[src/rtl/dma_dual_pkg.sv]
package dma_dual_pkg;
  typedef enum logic [1:0] {ST_IDLE, ST_GAP, ST_RD, ST_WR} st_e;
  typedef enum logic [1:0] {AM_FIX = 2'd0, AM_INC = 2'd1, AM_DEC = 2'd2, AM_RSV = 2'd3} am_e;

  typedef struct packed {
    logic       idle_en;
    am_e        dmode;
    am_e        smode;
    logic [1:0] bw;
    logic [1:0] sz;
    logic       tend_en;
  } ctrl_t;

  function automatic logic [1:0] clamp_code(logic [1:0] c);
    return (c == 2'd3) ? 2'd2 : c;
  endfunction

  function automatic logic [2:0] bytes_of(logic [1:0] c);
    return 3'd1 << clamp_code(c);
  endfunction

  function automatic logic [31:0] lane_mask(logic [1:0] c);
    case (clamp_code(c))
      2'd0:    return 32'h0000_00ff;
      2'd1:    return 32'h0000_ffff;
      default: return 32'hffff_ffff;
    endcase
  endfunction
endpackage

[src/rtl/dma_dual_unit.sv]
// Sub-cycle size and count for one phase.
module dma_dual_unit #(
  parameter int AW = 32
) (
  input  logic [AW-1:0] base_i,
  input  logic [1:0]    sz_i,
  input  logic [1:0]    bw_i,
  output logic [1:0]    ucode_o,
  output logic [2:0]    nsub_o
);
  import dma_dual_pkg::*;

  logic [1:0] esz, ebw, mn;
  logic       aligned;

  assign esz = clamp_code(sz_i);
  assign ebw = clamp_code(bw_i);
  assign mn  = (esz < ebw) ? esz : ebw;

  always_comb begin
    case (esz)
      2'd0:    aligned = 1'b1;
      2'd1:    aligned = ~base_i[0];
      default: aligned = (base_i[1:0] == 2'b00);
    endcase
  end

  assign ucode_o = aligned ? mn : 2'd0;
  assign nsub_o  = 3'd1 << (esz - ucode_o);
endmodule

[src/rtl/dma_dual_regs.sv]
module dma_dual_regs #(
  parameter int AW = 32,
  parameter int CW = 16
) (
  input  logic                  clk_i,
  input  logic                  rst_ni,
  input  logic                  reg_we_i,
  input  logic [1:0]            reg_sel_i,
  input  logic [31:0]           reg_wdata_i,
  output logic [31:0]           reg_rdata_o,
  input  logic                  xfer_done_i,
  output logic [AW-1:0]         src_o,
  output logic [AW-1:0]         dst_o,
  output logic [CW-1:0]         cnt_o,
  output dma_dual_pkg::ctrl_t   ctrl_o,
  output logic                  active_o
);
  import dma_dual_pkg::*;

  logic [AW-1:0] src_q, dst_q;
  logic [CW-1:0] cnt_q;
  ctrl_t         ctrl_q;
  logic          act_q, done_q;
  logic [2:0]    stp;
  logic          unused_wbits;

  assign stp          = bytes_of(ctrl_q.sz);
  assign unused_wbits = ^{reg_wdata_i[31:13], reg_wdata_i[11:10]};

  function automatic logic [AW-1:0] next_addr(logic [AW-1:0] a, am_e m, logic [2:0] s);
    case (m)
      AM_INC:  return a + AW'(s);
      AM_DEC:  return a - AW'(s);
      default: return a;
    endcase
  endfunction

  always_ff @(posedge clk_i or negedge rst_ni) begin
    if (!rst_ni) begin
      src_q  <= '0;
      dst_q  <= '0;
      cnt_q  <= '0;
      ctrl_q <= '0;
      act_q  <= 1'b0;
      done_q <= 1'b0;
    end else if (act_q) begin
      if (xfer_done_i) begin
        src_q <= next_addr(src_q, ctrl_q.smode, stp);
        dst_q <= next_addr(dst_q, ctrl_q.dmode, stp);
        cnt_q <= cnt_q - CW'(1);
        if (cnt_q == CW'(1)) begin
          act_q  <= 1'b0;
          done_q <= 1'b1;
        end
      end
    end else if (reg_we_i) begin
      case (reg_sel_i)
        2'd0: src_q <= reg_wdata_i[AW-1:0];
        2'd1: dst_q <= reg_wdata_i[AW-1:0];
        2'd2: cnt_q <= reg_wdata_i[CW-1:0];
        default: begin
          ctrl_q.tend_en <= reg_wdata_i[1];
          ctrl_q.sz      <= reg_wdata_i[3:2];
          ctrl_q.bw      <= reg_wdata_i[5:4];
          ctrl_q.smode   <= am_e'(reg_wdata_i[7:6]);
          ctrl_q.dmode   <= am_e'(reg_wdata_i[9:8]);
          ctrl_q.idle_en <= reg_wdata_i[12];
          act_q          <= reg_wdata_i[0] && (cnt_q != '0);
          done_q         <= 1'b0;
        end
      endcase
    end
  end

  always_comb begin
    case (reg_sel_i)
      2'd0: reg_rdata_o = 32'(src_q);
      2'd1: reg_rdata_o = 32'(dst_q);
      2'd2: reg_rdata_o = 32'(cnt_q);
      default: reg_rdata_o = {19'd0, ctrl_q.idle_en, 1'b0, done_q, ctrl_q.dmode,
                              ctrl_q.smode, ctrl_q.bw, ctrl_q.sz, ctrl_q.tend_en, act_q};
    endcase
  end

  assign src_o    = src_q;
  assign dst_o    = dst_q;
  assign cnt_o    = cnt_q;
  assign ctrl_o   = ctrl_q;
  assign active_o = act_q;
endmodule

[src/rtl/dma_dual_seq.sv]
// Phase sequencer: optional gap, locked read phase, write phase.
module dma_dual_seq #(
  parameter int AW = 32
) (
  input  logic                clk_i,
  input  logic                rst_ni,
  input  logic                active_i,
  input  dma_dual_pkg::ctrl_t ctrl_i,
  input  logic                last_i,
  input  logic [AW-1:0]       src_i,
  input  logic [AW-1:0]       dst_i,
  input  logic [1:0]          src_u_i,
  input  logic [2:0]          src_n_i,
  input  logic [1:0]          dst_u_i,
  input  logic [2:0]          dst_n_i,
  input  logic                bus_rdy_i,
  input  logic [31:0]         bus_rdata_i,
  output logic [AW-1:0]       bus_addr_o,
  output logic [1:0]          bus_size_o,
  output logic                bus_rd_o,
  output logic                bus_wr_o,
  output logic                bus_lock_o,
  output logic [31:0]         bus_wdata_o,
  output logic                tend_o,
  output logic                xfer_done_o
);
  import dma_dual_pkg::*;

  st_e         st_q, first_st;
  logic [2:0]  idx_q;
  logic [31:0] hold_q;
  logic [1:0]  ucode;
  logic [2:0]  nsub;
  logic [4:0]  off;
  logic [7:0]  shamt;
  logic [31:0] mask;
  logic        sub_last, in_wr, in_rd;

  assign in_rd    = (st_q == ST_RD);
  assign in_wr    = (st_q == ST_WR);
  assign ucode    = in_wr ? dst_u_i : src_u_i;
  assign nsub     = in_wr ? dst_n_i : src_n_i;
  assign off      = 5'(idx_q) << ucode;
  assign shamt    = {off, 3'b000};
  assign mask     = lane_mask(ucode);
  assign sub_last = (idx_q == nsub - 3'd1);
  assign first_st = ctrl_i.idle_en ? ST_GAP : ST_RD;
  assign xfer_done_o = in_wr && bus_rdy_i && sub_last;

  always_ff @(posedge clk_i or negedge rst_ni) begin
    if (!rst_ni) begin
      st_q  <= ST_IDLE;
      idx_q <= '0;
    end else begin
      case (st_q)
        ST_IDLE: begin
          idx_q <= '0;
          if (active_i) st_q <= first_st;
        end
        ST_GAP: st_q <= ST_RD;
        ST_RD: if (bus_rdy_i) begin
          if (sub_last) begin
            idx_q <= '0;
            st_q  <= ST_WR;
          end else begin
            idx_q <= idx_q + 3'd1;
          end
        end
        default: if (bus_rdy_i) begin
          if (sub_last) begin
            idx_q <= '0;
            st_q  <= last_i ? ST_IDLE : first_st;
          end else begin
            idx_q <= idx_q + 3'd1;
          end
        end
      endcase
    end
  end

  always_ff @(posedge clk_i or negedge rst_ni) begin
    if (!rst_ni) begin
      hold_q <= '0;
    end else if (in_rd && bus_rdy_i) begin
      hold_q <= (hold_q & ~(mask << shamt)) | ((bus_rdata_i & mask) << shamt);
    end
  end

  assign bus_rd_o    = in_rd;
  assign bus_wr_o    = in_wr;
  assign bus_lock_o  = in_rd | in_wr;
  assign bus_addr_o  = (in_wr ? dst_i : src_i) + AW'(off);
  assign bus_size_o  = (in_rd | in_wr) ? ucode : 2'd0;
  assign bus_wdata_o = in_wr ? ((hold_q >> shamt) & mask) : '0;
  assign tend_o      = ctrl_i.tend_en && last_i && (st_q != ST_IDLE);
endmodule

[src/rtl/dma_dual_xfer.sv]
module dma_dual_xfer #(
  parameter int AW = 32,
  parameter int CW = 16
) (
  input  logic          clk_i,
  input  logic          rst_ni,
  input  logic          reg_we_i,
  input  logic [1:0]    reg_sel_i,
  input  logic [31:0]   reg_wdata_i,
  output logic [31:0]   reg_rdata_o,
  output logic [AW-1:0] bus_addr_o,
  output logic [1:0]    bus_size_o,
  output logic          bus_rd_o,
  output logic          bus_wr_o,
  output logic          bus_lock_o,
  output logic [31:0]   bus_wdata_o,
  input  logic [31:0]   bus_rdata_i,
  input  logic          bus_rdy_i,
  output logic          tend_o,
  output logic          dack_o
);
  import dma_dual_pkg::*;

  logic [AW-1:0] src_w, dst_w;
  logic [CW-1:0] cnt_w;
  ctrl_t         ctrl_w;
  logic          active_w, xfer_done_w, last_w;
  logic [1:0]    src_u, dst_u;
  logic [2:0]    src_n, dst_n;

  assign last_w = (cnt_w == CW'(1));
  assign dack_o = 1'b0;

  dma_dual_regs #(.AW(AW), .CW(CW)) u_regs (
    .clk_i, .rst_ni, .reg_we_i, .reg_sel_i, .reg_wdata_i, .reg_rdata_o,
    .xfer_done_i(xfer_done_w), .src_o(src_w), .dst_o(dst_w), .cnt_o(cnt_w),
    .ctrl_o(ctrl_w), .active_o(active_w)
  );

  dma_dual_unit #(.AW(AW)) u_src_unit (
    .base_i(src_w), .sz_i(ctrl_w.sz), .bw_i(ctrl_w.bw), .ucode_o(src_u), .nsub_o(src_n)
  );

  dma_dual_unit #(.AW(AW)) u_dst_unit (
    .base_i(dst_w), .sz_i(ctrl_w.sz), .bw_i(ctrl_w.bw), .ucode_o(dst_u), .nsub_o(dst_n)
  );

  dma_dual_seq #(.AW(AW)) u_seq (
    .clk_i, .rst_ni, .active_i(active_w), .ctrl_i(ctrl_w), .last_i(last_w),
    .src_i(src_w), .dst_i(dst_w), .src_u_i(src_u), .src_n_i(src_n),
    .dst_u_i(dst_u), .dst_n_i(dst_n), .bus_rdy_i, .bus_rdata_i,
    .bus_addr_o, .bus_size_o, .bus_rd_o, .bus_wr_o, .bus_lock_o, .bus_wdata_o,
    .tend_o, .xfer_done_o(xfer_done_w)
  );
endmodule

[config.mk]
export PLATFORM = sky130hd
export DESIGN_NAME = dma_dual_xfer
export DESIGN_NICKNAME = d
export VERILOG_FILES = /design/src/rtl/dma_dual_pkg.sv /design/src/rtl/dma_dual_unit.sv /design/src/rtl/dma_dual_regs.sv /design/src/rtl/dma_dual_seq.sv /design/src/rtl/dma_dual_xfer.sv
export SDC_FILE = /design/constraint.sdc
export NUM_CORES = 1
export LEC_CHECK = 0
export BUFFER_PORTS_ARGS = -buffer_cell sky130_fd_sc_hd__buf_2
export CORE_MARGIN = 4
export CORE_UTILIZATION = 25
export DETAILED_ROUTE_END_ITERATION = 8
export GPL_TIMING_DRIVEN = 0
export HOLD_SLACK_MARGIN = 0.15
export PLACE_DENSITY = 0.44
export SYNTH_ARGS = -nofsm -noshare
export SYNTH_HDL_FRONTEND = slang
export SYNTH_SLANG_ARGS = --single-unit
[constraint.sdc]
create_clock -name clk_i -period 11.84 [get_ports clk_i]
set_input_delay 1.184 -clock clk_i [delete_from_list [all_inputs] [get_ports clk_i]]
set_output_delay 1.184 -clock clk_i [all_outputs]
set_load 0.02 [all_outputs]
==> run summary, run 1 <==
most frequent cells in the layout: 179 x buf_2, 164 x a21oi_1, 150 x nand2_1, 142 x nor2_1, 129 x dfrtp_1
Worst Max-Slew Pin Slew: 1.385 ns
fillcell total: 5173
CP Class: reg2out
CP endpoint kind: primary output
CP Data Required Time: 10.66 ns
Syn Std Cell Area: 12000 µm²
HPWL Detailed: 39630 µm
Synth Net Count: 1626
Via density: 5.317
Fin. Hold Viols: 0
GRT overflow: 0
switching pwr: 0.002682 W
CTS tree: yes
core area: 47650 µm²
Peak Freq: 110.3 MHz
CTS Root Cell: clkbuf_16
unrepaired setup endpoints after global routing: no
die footprint: 51580 µm²
drt drc: 0
cts-stage hold buffer count: 0
total negative slack: 0 ns
clock skew: 0.01236 ns
hold slack: 0.4949 ns
Worst-Skew Late Latency: 0.44 ns
number of synthesized flops with an enable pin: 0
H-tree depth: 4
commonest non-fill, non-tap cell in the layout: buf_2
crit-path max FO: 10
Rel. slew slack: 6.979%
Arr. time, crit path: 7.88 ns
effective utilization at floorplan: 25.19%
Max-Cap Viols: 0
antenna fix cells: 0
register bit count reported by yosys: 129
Final Cycle Share: 76.58%
cts bufs inserted: 17
Critical Path Source Type: flip-flop
detailed-route via count: 12190
first-pass GRT wire length: 75620 µm
Placed Cells: 2261
Slew Viols, Final: 0
drt pass-1 iters: 5
Final Setup Violations: 0
final cell count without fillers: 2293
routed wire length: 51010 µm
largest net degree at the start of global routing: 84
Clock power frac: 11.3%
Post-synth ARST share: 100.0%
most common flop cell mapped by yosys: dfrtp_1
die height: 227.1 µm
CTS clock-pin slew for the worst setup and hold paths: 0.06 ns
Comb pwr share: 70.5%
register area share after synthesis: 26.89%
Ys Warns: 0
initial antenna violation count: 1
hold crit path type: reg2reg
Post-CTS Resized: 0
vias in the first global route: 11850
PD cells: 352.2 nW/µm²
I/O pin total: 173
Antenna Nets Post-Route: 0
syn avg cell area: 8.137 µm²
clk buf depth: 2
fraction of layout cells with a size suffix above 1: 16.69%
clock sink total: 129
Distinct cells, synth: 89
Area growth, synth to finish: 18.91%
Leak Pwr: 6.400 nW
Cells after Synth: 1475
Layout Nets: 1816
Total GRT Usage: 19.34%
post-CTS setup repair buffer count: 0
Reg power frac: 18.2%
internal power: 0.002345 W
row count: 80
Peak supply drop: 0.1059 mV
chip width: 227.1 µm
switching share of total power: 53.36%
post-layout min period: 9.067 ns
status: finished clean
DR iter-0 viols: 953
PortBufs: 169
wire per inst: 22.25 µm
GP Congestion: 0.8896
worst paths after layout:
path / start / cells past startpoint / endpoint / slack, ns
worst max-delay path: u_seq.st_q[0]$_DFFE_PN0P_ / 18 / bus_addr_o[14] / 2.77
worst min-delay path: u_seq.hold_q[3]$_DFFE_PN0P_ / 1 / u_seq.hold_q[3]$_DFFE_PN0P_ / 0.49
worst max register to register: u_seq.st_q[0]$_DFFE_PN0P_ / 10 / u_seq.st_q[0]$_DFFE_PN0P_ / 6.75
worst min register to register: u_seq.hold_q[3]$_DFFE_PN0P_ / 1 / u_seq.hold_q[3]$_DFFE_PN0P_ / 0.49
max in group asynchronous: rst_ni / 2 / u_regs.src_o[22]$_DFFE_PN0P_ / 10.31
min in group asynchronous: rst_ni / 1 / u_seq.hold_q[28]$_DFFE_PN0P_ / 0.68
power groups by stage:
stage	combinational (W)	sequential, W	clock [W]
global route	0.00391	0.000941	0.000597
detailed placement	0.00350	0.000919	0
finish	0.00354	0.000914	0.000570
floorplan	0.00259	0.000801	0
global placement	0.00348	0.000916	0
CTS	0.00352	0.000911	0.000577
per-layer routing:
layer	vias up	routed length, µm	track usage [%]
li1	5780	-	-
met1	5925	23260	26.38
met2	417	23800	31.94
met3	70	2607	2.876
met4	0	1347	5.622
met5	-	0	0
synth_stat cells, types with 13 or more instances:
cell type | n | area (µm²)
clkbuf_1 | 49 | 183.9
nand2b_1 | 14 | 87.58
mux2_2 | 19 | 214.0
a31oi_1 | 15 | 93.84
dfrtp_1 | 129 | 3228
and2_1 | 20 | 125.1
mux4_2 | 16 | 360.4
a21oi_1 | 164 | 820.8
a22o_1 | 16 | 140.1
inv_1 | 40 | 150.1
nor2b_1 | 48 | 300.3
nor3_1 | 30 | 150.1
ha_1 | 78 | 975.9
xnor2_1 | 45 | 394.1
nand3_1 | 39 | 195.2
o21ai_1 | 38 | 190.2
and3_1 | 14 | 87.58
nand2_1 | 150 | 563.0
xor2_1 | 32 | 280.3
o22ai_1 | 16 | 100.1
o21ai_0 | 64 | 320.3
a211oi_1 | 13 | 97.59
a21o_1 | 31 | 232.7
mux2i_1 | 55 | 550.5
nor2_1 | 142 | 533.0
logic make-up after synthesis:
logic type      after synthesis  share of synthesized area (%)
buf+inv                     114                          3.742
fa+ha+maj                    83                          8.798
xor+xnor                     77                          5.619
simple gates                520                          21.10
compound gates              455                          23.88
flops                       129                          26.89
mux                          96                          9.934
other cells                   1                        0.03124
cell type report:
| type | instances | area (µm²) | share of cell area (%) |
|---|---|---|---|
| Buffer | 70 | 286.5 | 2.008 |
| Clock buffer | 19 | 442.9 | 3.103 |
| Clock inverter | 13 | 161.4 | 1.131 |
| Inverter | 44 | 165.2 | 1.157 |
| Multi-Input combinational cell | 1232 | 8332 | 58.38 |
| Sequential cell | 129 | 3228 | 22.62 |
| Tap cell | 615 | 769.5 | 5.391 |
| Timing Repair Buffer | 171 | 887.1 | 6.215 |
through the flow:
| step | power [W] | cell area (µm²) | setup WS, ns | utilization [%] |
|---|---|---|---|---|
| finish | 0.005027 | 14270 | 2.773 | 29.96 |
| global route | 0.005452 | 14270 | 2.500 | 29.96 |
| CTS | 0.005013 | 14270 | 2.678 | 29.96 |
| detailed placement | 0.004420 | 13670 | 3.170 | 28.69 |
| global placement | 0.004395 | 13620 | 3.261 | 28.58 |
| floorplan | 0.003391 | 12000 | 6.021 | - |
registers in the layout (all words and copies together), names as in the netlist:
signal           cells
u_regs.done_q        1
u_regs.src_o        32
u_seq.hold_q        32
u_regs.dst_o        32
u_regs.ctrl_o       10
u_regs.cnt_o        16
u_seq.idx_q          3
u_seq.st_q           2
u_regs.active_o      1
worst max-delay path: stages (launching register included):
cell and delay [ns]:
dfrtp_1 0.38, ha_1 0.62, buf_4 0.36, buf_2 0.38, clkbuf_1 0.70, buf_1 0.90
buf_1 0.97, mux2_2 0.45, inv_1 0.08, fa_1 0.20, inv_1 0.05, a21o_1 0.17
maj3_1 0.40, a21oi_2 0.66, nor2_1 0.23, a22oi_1 0.23, nor2_1 0.06, or3_1 0.41
buf_2 0.17
No activity file was read; power rests on OpenSTA's default activity.
==> run 2: changes to the inputs <==
- clock period: 11.84 -> 8.5 ns (I/O delays scaled with it)
==> run summary, run 2 (same netlist as run 1, synthesis figures left out) <==
status: finished clean
CP Class: reg2out
post-layout min period: 7.805 ns
row count: 80 (unchanged)
Final Setup Violations: 0 (unchanged)
hold slack: 0.3450 ns (-0.1499 ns)
CP endpoint kind: primary output
PD cells: 489.9 nW/µm² (+39%)
HPWL Detailed: 39630 µm (unchanged)
crit-path max FO: 19 (+9)
Rel. slew slack: 7.599% (+0.62 points)
hold crit path type: in2async
Arr. time, crit path: 6.96 ns (-0.92 ns)
commonest non-fill, non-tap cell in the layout: buf_2
Peak Freq: 128.1 MHz
GP Congestion: 0.8896 (unchanged)
fillcell total: 5173 (unchanged)
Worst path top cell family by delay: buffers and inverters
core area: 47650 µm² (unchanged)
cts bufs inserted: 17 (unchanged)
drt pass-1 iters: 5 (unchanged)
unrepaired setup endpoints after global routing: no
die height: 227.1 µm (unchanged)
Total GRT Usage: 19.34% (unchanged)
GRT overflow: 0 (unchanged)
clk buf depth: 2 (unchanged)
CP startpoint: u_seq.st_q[0]$_DFFE_PN0P_
DR iter-0 viols: 912 (-4.3%)
H-tree depth: 4 (unchanged)
CTS Root Cell: clkbuf_16
clock sink total: 129 (unchanged)
Leak Pwr: 6.421 nW (+0.33%)
cts-stage hold buffer count: 0 (unchanged)
first-pass GRT wire length: 75620 µm (unchanged)
Slew Viols, Final: 0 (unchanged)
antenna fix cells: 0 (unchanged)
effective utilization at floorplan: 25.19% (unchanged)
Worst Max-Slew Pin Slew: 1.375 ns (-0.009221 ns)
total power: 0.007005 W (+39%)
Area growth, synth to finish: 19.13%
Via density: 5.334 (+0.31%)
routed wire length: 50980 µm (about the same)
Max-Cap Viols: 0 (unchanged)
total negative slack: 0 ns (unchanged)
Peak supply drop: 0.1473 mV (+39%)
chip width: 227.1 µm (unchanged)
detailed-route via count: 12230 (+0.27%)
CP Data Required Time: 7.65 ns (-3.01 ns)
Final Cycle Share: 91.83%
Worst-Skew Late Latency: 0.44 ns (about the same)
Layout Nets: 1815 (-0.055%)
vias in the first global route: 11850 (unchanged)
Antenna Nets Post-Route: 0 (unchanged)
I/O pin total: 173 (unchanged)
Post-DP Area: 13670 µm² (unchanged)
clock skew: 0.01105 ns (-0.001316 ns)
most frequent cells in the layout: 179 x buf_2, 164 x a21oi_1, 150 x nand2_1, 142 x nor2_1, 129 x dfrtp_1
drt drc: 0 (unchanged)
reg-to-reg startpoint: u_seq.st_q[0]$_DFFE_PN0P_
die footprint: 51580 µm² (unchanged)
PortBufs: 169 (unchanged)
largest net degree at the start of global routing: 84 (unchanged)
Fin. Hold Viols: 0 (unchanged)
CTS tree: yes
cell area after layout: 14300 µm² (+0.18%)
CP max stage cell: clkdlybuf4s15_1
fraction of layout cells with a size suffix above 1: 16.82% (+0.13 points)
CP peak stage delay: 0.78 ns (-0.19 ns)
wire per inst: 22.24 µm (about the same)
worst path cell trace: ha_1, buf_4, buf_2, clkdlybuf4s15_2, clkdlybuf4s15_1, o21ai_0, ha_1, inv_1, fa_1, inv_1, a21o_1, maj3_1, a21oi_2, nor2_1, a22oi_1, nor2_1, or3_1, buf_2
CTS clock-pin slew for the worst setup and hold paths: 0.06 ns (about the same)
Critical Path Source Type: flip-flop
initial antenna violation count: 1 (unchanged)
WP buf/inv: 7 (-1)
## run 2: cell count changes in the layout (fill, tap and decap cells not counted), sizes merged
| cell | before | now |
|---|---|---|
| clkbuf | 68 | 66 |
| buf | 192 | 190 |
| clkdlybuf4s15 | 0 | 3 |
## run 2: final timing paths
kind                                                 to  slack, ns  depth (start not counted)
max                                      bus_addr_o[14]       0.69                         18
min                        u_seq.hold_q[28]$_DFFE_PN0P_       0.35                          1
max reg2reg                u_regs.src_o[22]$_DFFE_PN0P_       3.64                         15
min reg2reg                 u_seq.hold_q[3]$_DFFE_PN0P_       0.50                          1
max in group asynchronous  u_regs.src_o[24]$_DFFE_PN0P_       7.30                          2
min in group clk_i          u_seq.hold_q[3]$_DFFE_PN0P_       0.50                          1
## run 2: final cells by class
type	count	area, µm²	area share, %
clock buffers	19	442.9	3.098
well taps	615	769.5	5.382
plain buffers	69	304.0	2.126
multi-input cells	1232	8341	58.33
repair buffers	171	887.1	6.204
flip-flops and latches	129	3228	22.58
inverters	44	165.2	1.155
clock inverters	13	161.4	1.129
## run 2: per-layer routing
metal  part of all wire [%]  GRT usage, %
met3                    5.3         2.876
met4                    2.8         5.622
met2                     46         31.94
met5                      0             0
met1                     45         26.38
## run 2: per-stage QoR
stage	util (%)	worst slack, ns	cells
finish	30.01	0.6945	2292
detailed placement	28.69	0.1641	2261
floorplan	-	3.015	1475
global route	30.01	0.3784	2292
CTS	30.01	0.1271	2293
global placement	28.58	0.2547	2259
## run 2: report_power, final
part / internal (W) / switching, W
registers: 0.000884 / 0.000389
clock network: 0.000470 / 0.000322
logic: 0.00191 / 0.00303
## run 2: what timing repair did
item	4_1_cts	5_1_grt
setup endpoints to repair	14	1
setup buffers	0	0
pin swaps	0	0
gates resized for setup	5	2
==> run 3: changes to the inputs <==
- PLACE_DENSITY: 0.44 -> 0.46
- clock period: 8.5 -> 6.8 ns (I/O delays scaled with it)
==> run summary, run 3 (same netlist as run 1, synthesis figures left out) <==
Peak supply drop: 0.1851 mV (+26%)
post-CTS setup repair buffer count: 0 (unchanged)
Leak Pwr: 6.440 nW (+0.30%)
PD cells: 614.1 nW/µm² (+25%)
Critical Path Source Type: flip-flop
core area: 47650 µm² (unchanged)
wire per inst: 22.16 µm (-0.37%)
GRT overflow: 0 (unchanged)
row count: 80 (unchanged)
status: finished clean
Area growth, synth to finish: 19.66%
PortBufs: 169 (unchanged)
clk buf depth: 2 (unchanged)
Rel. slew slack: 10.15% (+2.6 points)
HPWL Detailed: 39340 µm (-0.72%)
die height: 227.1 µm (unchanged)
vias in the first global route: 11910 (+0.53%)
effective utilization at floorplan: 25.19% (unchanged)
crit-path max FO: 28 (+9)
GP Congestion: 0.8926 (+0.34%)
initial antenna violation count: 1 (unchanged)
CP endpoint kind: primary output
first-pass GRT wire length: 75310 µm (-0.41%)
met3 wire len: 2825 µm (+4.7%)
detailed-route via count: 12220 (-0.074%)
Worst-Skew Late Latency: 0.45 ns (about the same)
clock skew: 0.01267 ns (+0.001623 ns)
drt pass-1 iters: 5 (unchanged)
clock sink total: 129 (unchanged)
drt drc: 0 (unchanged)
Final Cycle Share: 96.66%
Max-Cap Viols: 0 (unchanged)
Via density: 5.332 (about the same)
Placed Cells: 2261 (unchanged)
DR iter-0 viols: 985 (+8.0%)
Arr. time, crit path: 5.89 ns (-1.07 ns)
CP Data Required Time: 6.12 ns (-1.53 ns)
Final Setup Violations: 0 (unchanged)
I/O pin total: 173 (unchanged)
hold slack: 0.1651 ns (-0.1799 ns)
Final Util: 30.14% (+0.13 points)
Total GRT Usage: 19.36% (+0.028 points)
routed wl met2: 23400 µm (-1.3%)
fillcell total: 5186 (+0.25%)
Slew Viols, Final: 0 (unchanged)
fraction of layout cells with a size suffix above 1: 16.90% (+0.080 points)
CTS Root Cell: clkbuf_16
hold crit path type: in2async
Antenna Nets Post-Route: 0 (unchanged)
CTS tree: yes
Multi-input gate area: 8366 µm² (+0.30%)
die footprint: 51580 µm² (unchanged)
cts-stage hold buffer count: 0 (unchanged)
chip width: 227.1 µm (unchanged)
Peak Freq: 152.1 MHz
post-layout min period: 6.573 ns
routed wire length: 50770 µm (-0.42%)
CTS clock-pin slew for the worst setup and hold paths: 0.06 ns (about the same)
unrepaired setup endpoints after global routing: no
register area: 3228 µm² (unchanged)
R2R Setup Slk: 2.19 ns (-1.45 ns)
uppermost layer routed: met4
commonest non-fill, non-tap cell in the layout: buf_2
Layout Nets: 1814 (-0.055%)
most frequent cells in the layout: 178 x buf_2, 164 x a21oi_1, 150 x nand2_1, 142 x nor2_1, 129 x dfrtp_1
Worst Max-Slew Pin Slew: 1.337 ns (-0.03798 ns)
H-tree depth: 4 (unchanged)
Fin. Hold Viols: 0 (unchanged)
CP Class: reg2out
largest net degree at the start of global routing: 83 (-1.2%)
final cell count without fillers: 2291 (-0.044%)
Metal-1 WL: 22970 µm (-0.84%)
total negative slack: 0 ns (unchanged)
cts bufs inserted: 17 (unchanged)
## run 3: path summary, 6_finish.rpt
check,endpoint,depth (start not counted),start
worst min register to register,u_regs.done_q$_DFFE_PN0P_,2,u_regs.done_q$_DFFE_PN0P_
worst max register to register,u_regs.src_o[29]$_DFFE_PN0P_,14,u_regs.ctrl_o[5]$_DFFE_PN0P_
max in group asynchronous,u_regs.src_o[17]$_DFFE_PN0P_,2,rst_ni
worst min-delay path,u_seq.hold_q[16]$_DFFE_PN0P_,1,rst_ni
min in group clk_i,u_seq.hold_q[30]$_DFFE_PN0P_,2,bus_rdata_i[30]
worst max-delay path,bus_addr_o[14],16,u_seq.st_q[0]$_DFFE_PN0P_
## run 3: layout make-up
cell class,instances,area share [%]
Timing Repair Buffer,171,6.177
Clock inverter,10,1.263
Buffer,68,2.039
Clock buffer,21,3.276
Inverter,44,1.150
Tap cell,615,5.358
Sequential cell,129,22.48
Antenna cell,1,0.01742
Multi-Input combinational cell,1232,58.25
## run 3: metrics by stage
stage	instance area [µm²]	total power (W)	setup WS [ns]
after floorplan	12000	0.005904	1.485
after global placement	13620	0.007632	-1.252
after detailed placement	13670	0.007683	-1.296
after CTS	14350	0.008804	0.1719
after global routing	14360	0.009602	0.01803
final	14360	0.008819	0.2269
## run 3: repair_timing
| item | in CTS | in global routing |
|---|---|---|
| endpoints found under the setup margin | 31 | 3 |
| pin swaps | 0 | 0 |
| resized for setup | 10 | 1 |
## run 3: routing by layer
metal	track usage [%]	up-vias
met5	0	-
met4	6.773	0
met3	3.391	81
met2	31.55	479
met1	25.99	5888
li1	-	5768
## run 3: worst max-delay path: stages, from the launching register on
cell             delay [ns]
dfrtp_1                0.38
ha_2                   0.43
buf_4                  0.51
clkdlybuf4s15_2        0.62
clkdlybuf4s18_2        0.62
mux2_2                 0.43
inv_1                  0.08
fa_1                   0.21
inv_1                  0.05
a21o_1                 0.17
maj3_1                 0.41
a21oi_4                0.49
nor2_1                 0.19
a22oi_1                0.21
o21ai_1                0.08
or3_1                  0.36
buf_2                  0.17
## run 3: power by group
group	switching (W)	internal [W]
combinational	0.00375	0.00239
sequential	0.000494	0.00111
clock	0.000394	0.000677
total	0.00464	0.00418
